===== src/rtl/xbar_psum_accum.sv =====
module xbar_psum_accum #(
  parameter int SLICES     = 8,
  parameter int SLICE_BITS = 2,
  parameter int RD_W       = 8,
  parameter int PC_W       = 8,
  parameter int IN_BITS    = 16,
  parameter int ACC_W      = 48,
  parameter int OUT_W      = 32
) (
  input  logic                    clk,
  input  logic                    rst_n,
  input  logic                    start,
  input  logic                    iter_valid,
  input  logic [SLICES*RD_W-1:0]  col_reading,
  input  logic [SLICES-1:0]       flip_mask,
  input  logic [PC_W-1:0]         row_popcount,
  output logic                    done,
  output logic signed [OUT_W-1:0] result
);
  localparam int CNT_W   = $clog2(IN_BITS);
  localparam int BIAS_SH = SLICES*SLICE_BITS - 1;
  localparam logic signed [ACC_W-1:0] CELL_MAX = ACC_W'((1 << SLICE_BITS) - 1);
  localparam logic signed [ACC_W-1:0] SAT_HI   = ACC_W'((64'sd1 <<< (OUT_W-1)) - 64'sd1);
  localparam logic signed [ACC_W-1:0] SAT_LO   = -SAT_HI - ACC_W'(1);
  localparam logic [CNT_W-1:0]        LAST     = CNT_W'(IN_BITS - 1);

  logic                    busy;
  logic [CNT_W-1:0]        iter_cnt;
  logic signed [ACC_W-1:0] acc;

  logic signed [ACC_W-1:0] pop_s;
  logic signed [ACC_W-1:0] part [SLICES+1];
  logic signed [ACC_W-1:0] step_term, step_shift, acc_nx, sat_val;
  logic                    take, last_step;

  assign pop_s   = $signed({{(ACC_W-PC_W){1'b0}}, row_popcount});
  assign part[0] = '0;

  for (genvar k = 0; k < SLICES; k++) begin : g_slice
    logic signed [ACC_W-1:0] rd_s, col_s;
    assign rd_s  = $signed({{(ACC_W-RD_W){1'b0}}, col_reading[k*RD_W +: RD_W]});
    assign col_s = flip_mask[k] ? (pop_s * CELL_MAX - rd_s) : rd_s;
    assign part[k+1] = part[k] + (col_s <<< (SLICE_BITS*k));
  end

  assign step_term  = part[SLICES] - (pop_s <<< BIAS_SH);
  assign step_shift = step_term <<< iter_cnt;
  assign last_step  = (iter_cnt == LAST);
  assign acc_nx     = last_step ? acc - step_shift : acc + step_shift;
  assign sat_val    = (acc_nx > SAT_HI) ? SAT_HI : (acc_nx < SAT_LO) ? SAT_LO : acc_nx;
  assign take       = busy && iter_valid && !start;

  always_ff @(posedge clk) begin
    if (!rst_n) begin
      busy     <= 1'b0;
      iter_cnt <= '0;
      acc      <= '0;
      done     <= 1'b0;
      result   <= '0;
    end else begin
      done <= 1'b0;
      if (start) begin
        busy     <= 1'b1;
        iter_cnt <= '0;
        acc      <= '0;
      end else if (take) begin
        acc <= acc_nx;
        if (last_step) begin
          busy     <= 1'b0;
          iter_cnt <= '0;
          done     <= 1'b1;
          result   <= sat_val[OUT_W-1:0];
        end else begin
          iter_cnt <= iter_cnt + 1'b1;
        end
      end
    end
  end

  AST_DONE_PULSE: assert property (@(posedge clk) disable iff (!rst_n)
    done |=> !done);
  AST_RESULT_HOLD: assert property (@(posedge clk) disable iff (!rst_n)
    !done |-> $stable(result));
  AST_START_CLEARS: assert property (@(posedge clk) disable iff (!rst_n)
    start |=> (busy && iter_cnt == '0 && !done));
  AST_IDLE_IGNORED: assert property (@(posedge clk) disable iff (!rst_n)
    (!busy && !start && iter_valid) |=> !done);
  AST_DONE_AFTER_LAST: assert property (@(posedge clk) disable iff (!rst_n)
    (busy && iter_valid && !start && iter_cnt == LAST) |=> (done && !busy));
endmodule


===== config.mk =====
export PLATFORM = sky130hd
export DESIGN_NAME = xbar_psum_accum
export DESIGN_NICKNAME = d
export VERILOG_FILES = /design/src/rtl/xbar_psum_accum.sv
export SDC_FILE = /design/constraint.sdc
export NUM_CORES = 1
export LEC_CHECK = 0
export ABC_AREA = 0
export BUFFER_PORTS_ARGS = -buffer_cell sky130_fd_sc_hd__buf_2
export CORE_ASPECT_RATIO = 0.9
export CORE_MARGIN = 4
export CORE_UTILIZATION = 60
export DETAILED_ROUTE_END_ITERATION = 8
export PLACE_DENSITY = 0.78
export SYNTH_ARGS = -nofsm -noshare
export SYNTH_HDL_FRONTEND = slang
export SYNTH_SLANG_ARGS = --single-unit

===== constraint.sdc =====
create_clock -name clk -period 35 [get_ports clk]
set_input_delay 7 -clock clk [delete_from_list [all_inputs] [get_ports clk]]
set_output_delay 7 -clock clk [all_outputs]
set_load 0.05 [all_outputs]

* Word-level counts from Yosys, hierarchy flattened
Cells that the tools add are included. Widths: inputs -> output; s select.
Cells by class: bitwise gates (word level) 3, div/mod/pow operators 0, add/sub/neg operators 19, multipliers 1, equality and inequality tests 1, shift-type cells 1, muxes and demuxes 16, magnitude comparators 2, reductions and logical operators 9
Operator list (count):
- $add 48x48->48 | 8
- $mux 48 | 2
- $sub 10x8->11 | 7
- $mux 32 | 2
- $gt 48x32->1 const B | 1
- $lt 48x32->1 const B | 1
- $sshl 48x4->48 | 1
- $sub 48x24->48 | 1
- $sub 48x48->48 | 1
- $sub 48x9->48 | 1
- $mux 46 | 1
- $mux 44 | 1
- $mux 42 | 1
- $mux 40 | 1
- $mux 38 | 1
- $mux 36 | 1
- $mux 34 | 1
- $mul 8x2->10 const B | 1
- $add 4x1->4 const B | 1
- $eq 4x4->1 const B | 1
- $mux 1 | 4
- $mux 4 | 1
- $reduce_bool 2->1 | 2
- $not 1->1 | 3
- 6 further kinds | 7
Storage, ports and cells: bits in latches 0, output and inout port bits 33, ROM bits 0, memories 0, memory bits (writable) 0, input port bits 84, logic and storage cells 57, flip-flop bits (word level) 86

* Longest topological paths before layout
depth in word-level cells 17, depth in mapped cells 57, mapped depth without buffers 53

* Worst setup path after synthesis
Ideal clock, no wire load.
path type input -> register, start point in row_popcount[0], end point reg result[20], path slack 15626 ps, data arrival time 19256 ps, path buffers 3, library setup time 119 ps, stages on the path 52, required time 34881 ps, cells stage by stage ha_1 -> inv_1 -> fa_1 -> xnor2_1 -> ha_1 -> o21ai_0 -> nand2b_1 -> a21o_1 -> a21o_1 -> a21o_1 -> a21o_1 -> nor4bb_1 -> fa_1 -> inv_1 -> fa_1 -> inv_1 -> fa_1 -> inv_1 -> (+16 left out) -> xnor2_1 -> ha_1 -> and3_1 -> nand2_1 -> o211ai_1 -> nand2_1 -> o21a_1 -> a21o_1 -> a22oi_1 -> xnor2_1 -> nand4_1 -> nor3b_1 -> nand4b_1 -> nor3_1 -> o21ai_0 -> clkbuf_1 -> clkbuf_1 -> o221a_1
Between the ends: cells in the longest elaborated chain, start to end 17, elaborated cells between the ends (all ways) 33, classes of those cells add/sub (18); mul (1); order compare (2); shift (1); mux (11)
RTL lines:
- from (decl) | line 16 | input logic [PC_W-1:0] row_popcount,
- $mul 8x2->10 | line 42 | assign col_s = flip_mask[k] ? (pop_s * CELL_MAX - rd_s) : rd_s;
- $sub 48x9->48 or $sub 10x8->11 (tied branches) | line 42
- $mux 48 or $mux 46 (tied branches) | line 42
- $add 48x48->48 (7 in a row) | line 43 | assign part[k+1] = part[k] + (col_s <<< (SLICE_BITS*k));
- $sub 48x24->48 * | line 46 | assign step_term = part[SLICES] - (pop_s <<< BIAS_SH);
- $sshl 48x4->48 * | line 47 | assign step_shift = step_term <<< iter_cnt;
- $add 48x48->48 or $sub 48x48->48 (tied branches) | line 49 | assign acc_nx = last_step ? acc - step_shift : acc + step_shift;
- $mux 48 * | line 49
- $lt 48x32->1 | line 50 | assign sat_val = (acc_nx > SAT_HI) ? SAT_HI : (acc_nx < SAT_LO) ? SAT_LO : acc_nx;
- $mux 32 | line 50
- $mux 32 * | line 50
- to (signal assigned) | line 72 | result <= sat_val[OUT_W-1:0];
- to (decl) | line 18 | output logic signed [OUT_W-1:0] result
Mark *: on every way between the ends. The rest lies on a longest branch, timed or not. A chain may end at the register's enable or synchronous reset.

* Worst setup path in the final report
start point in row_popcount[0], end point reg result[2]
Same word-level chain as after synthesis.

==> results by group <==
Clocking
  – # Post-CTS Setup Buffers: 0
  – CTS max path bufs: 2
  – Clock Latency Late Sink: 0.37 ns
  – Clock tree from TritonCTS: done
  – Cts repair resizes: 0
  – Total CTS buffers: 9
  – Htree depth: 3
  – Clk sink count: 86
  – Hold-fix buffers, CTS: 0
  – CTS root buf: clkbuf_16
  – CTS clk-pin slew, worst paths: 0.07 ns

Synth
  – Post-synthesis sequential area ratio: 8.01%
  – Synth Area in Compound Gates: 28.0%
  – #FFs+latches synth: 86
  – Fraction of registers with async set/reset: 0%
  – Syn Nets: 3286
  – Mux share of post-synthesis cell area: 4.62%
  – Mapped Cells: 2864
  – Ys flop type: dfxtp_1
  – Post-synthesis xor/xnor area fraction: 7.32%
  – Yosys warns: 0
  – Largest family of logic cells by synthesized area: compound AO/OA/AOI/OAI gates
  – Post-synth EDFFs: 0
  – Simple-Gate Fraction of Synth Area: 19.6%
  – Avg Cell Area, Syn: 7.50 sq um
  – Adder-cell share of the synthesized area: 24.6%
  – Distinct cell type count after synthesis: 105
  – Mapped Area: 21500 sq um

Floorplan
  – Die ar.: 38900 sq um
  – Die width: 207 um
  – Initial Util: 61.0%
  – # rows: 65
  – Core Box Area: 35200 sq um
  – Io pins: 117
  – Die Span Y: 188 um

Critical path
  – Critical Path RT: 35.25 ns
  – Crit. End Element: flop
  – Crit path kind: in2reg
  – Most Frequent Cell on Critical Path: inv_1
  – Slowest CP cell: nor4bb_1
  – Bufs and invs on worst path: 7
  – Crit-path max cell delay: 0.89 ns
  – Crit-path leading delay family: compound AO/OA/AOI/OAI gates
  – Crit Path Max Fanout: 29
  – Arr. time, crit path: 22.11 ns
  – Crit start category: input port

STA
  – Fin crit share: 62.5%
  – Max Freq: 0.0457 GHz
  – Worst-Margin Slew: 1.26 ns
  – Max-slew violation count: 0
  – Layout Skew: 0.0167 ns
  – RSZ-0062 raised after global routing: no
  – Final setup viols: 0
  – Final Hold Viols: 0
  – Final Critical Period: 21.86 ns
  – Worst slew margin: 15.5%
  – Setup TNS: 0 ns

Route
  – Routed wire per std cell: 21.5 um
  – Initial drt markers: 2953
  – Top Layer Used: met4
  – DR pass1 iterations: 8
  – DR WL met3: 8070 um
  – WL met2: 31100 um
  – Drt drc: 0
  – Post-Route M1 WL: 31100 um
  – Routed vias/inst: 6.66
  – Antenna viol nets, final: 0
  – Routed WL: 71800 um
  – Via count: 22.2k

Placement
  – RePlAce Congestion: 1.01
  – Dpl hpwl: 58300 um
  – Port Buf Inserts: 116

Layout
  – Fill cells: 3099
  – Layout cells sized above 1: 7.81%
  – Most frequent cells in the layout: 289 x inv_1, 274 x nor2_1, 222 x nand2_1, 208 x a21oi_1, 198 x ha_1
  – Area grow syn2layout: 4.92%
  – Nets: 3285
  – Leading cell type in the layout, fill and taps excluded: inv_1

Global routing
  – Grt ovf: 0
  – Vias in the first global route: 21.2k
  – Largest net degree at the start of global routing: 80
  – First-pass GRT wire length: 115000 um
  – GRT Total Usage: 35.6%
  – Initial antenna violation count: 0

Min path
  – Worst hold path class: reg2reg

Status
  – Status: complete, no violations

Run
  – Max cap viols: 0
tightest hold or removal path, delay by kind of cell (launching register included):
kind               cells  cell delay (ns)
AOI/OAI and AO/OA      1             0.05
DFF                    1             0.32
and+or+nand+nor        1             0.05
cells in the mapped netlist, types with 13 or more instances:
cell type / number / area, sq um
a21o_1: 107 / 803
inv_1: 289 / 1080
o31ai_1: 23 / 173
a221oi_1: 13 / 114
ha_1: 198 / 2480
nor2b_1: 33 / 206
a211o_1: 17 / 149
mux2i_1: 71 / 711
and2_1: 27 / 169
buf_2: 27 / 135
clkbuf_1: 106 / 398
and3_1: 24 / 150
dfxtp_1: 86 / 1720
or3_1: 19 / 119
nand3_1: 52 / 260
a31oi_1: 20 / 125
o21ai_0: 131 / 656
xnor2_1: 89 / 780
nor2_1: 275 / 1030
o2111ai_1: 13 / 114
o221a_1: 29 / 327
xor2_1: 88 / 771
nor3_1: 79 / 395
fa_1: 140 / 2800
o21a_1: 34 / 255
nand2_1: 223 / 837
a21oi_1: 208 / 1040
o21bai_1: 13 / 97.6
nand4_1: 34 / 213
o211ai_1: 42 / 315
buf_1: 14 / 52.6
nand2b_1: 35 / 219
a211oi_1: 41 / 308
per-layer routing:
layer  up-vias  GRT usage (%)
li1      10250              -
met1     10638           51.5
met2      1207           54.5
met3       132           8.28
met4         0           7.96
met5         -              0
kinds of logic (layout without fill, tap and decap cells):
| family | after synthesis | in the layout |
|---|---|---|
| xor gates and xnor gates | 178 | 178 |
| AOI/OAI and AO/OA | 855 | 855 |
| and+or+nand+nor | 880 | 880 |
| other | 0 | 1 |
| buffers and inverters | 440 | 444 |
| adders and majority gates | 338 | 338 |
| muxes | 87 | 87 |
| DFF | 86 | 86 |
worst paths after layout:
kind,startpoint,endpoint,slack (ns),cells past startpoint
hold reg to reg,acc[47]$_SDFFE_PP0P_,acc[47]$_SDFFE_PP0P_,0.47,2
setup / recovery,row_popcount[0],result[2]$_SDFFE_PN0P_,13.14,51
setup reg to reg,iter_cnt[3]$_SDFFE_PP0P_,result[2]$_SDFFE_PN0P_,25.37,29
hold / removal,acc[47]$_SDFFE_PP0P_,acc[47]$_SDFFE_PP0P_,0.47,2
final cells by class:
cell class	count	area [sq um]	share of cell area, %
multi-input cells	2338	18100	80.3
repair buffers	138	746	3.31
diodes	1	2.50	0.0111
clock inverters	7	71.3	0.316
inverters	290	1090	4.83
flip-flops and latches	86	1730	7.66
clock buffers	9	225	0.999
well taps	469	587	2.60
stage by stage:
step	hold WS, ns	cells	worst slack (ns)	area, sq um	util, %
after floorplan	0.437	2864	15.63	21500	-
after global placement	0.449	3321	13.57	22200	63.2
after detailed placement	0.460	3321	13.13	22200	63.2
after CTS	0.464	3337	13.42	22500	64.0
after global routing	0.490	3337	11.94	22500	64.0
final	0.468	3338	13.14	22500	64.0
sequential cells by signal, indices dropped and copies added (netlist names):
name      flops
busy          1
result       32
acc          48
done          1
iter_cnt      4
Power is not shown: default switching activity piles up to over one toggle a cycle in this logic, so the estimate is an artifact.
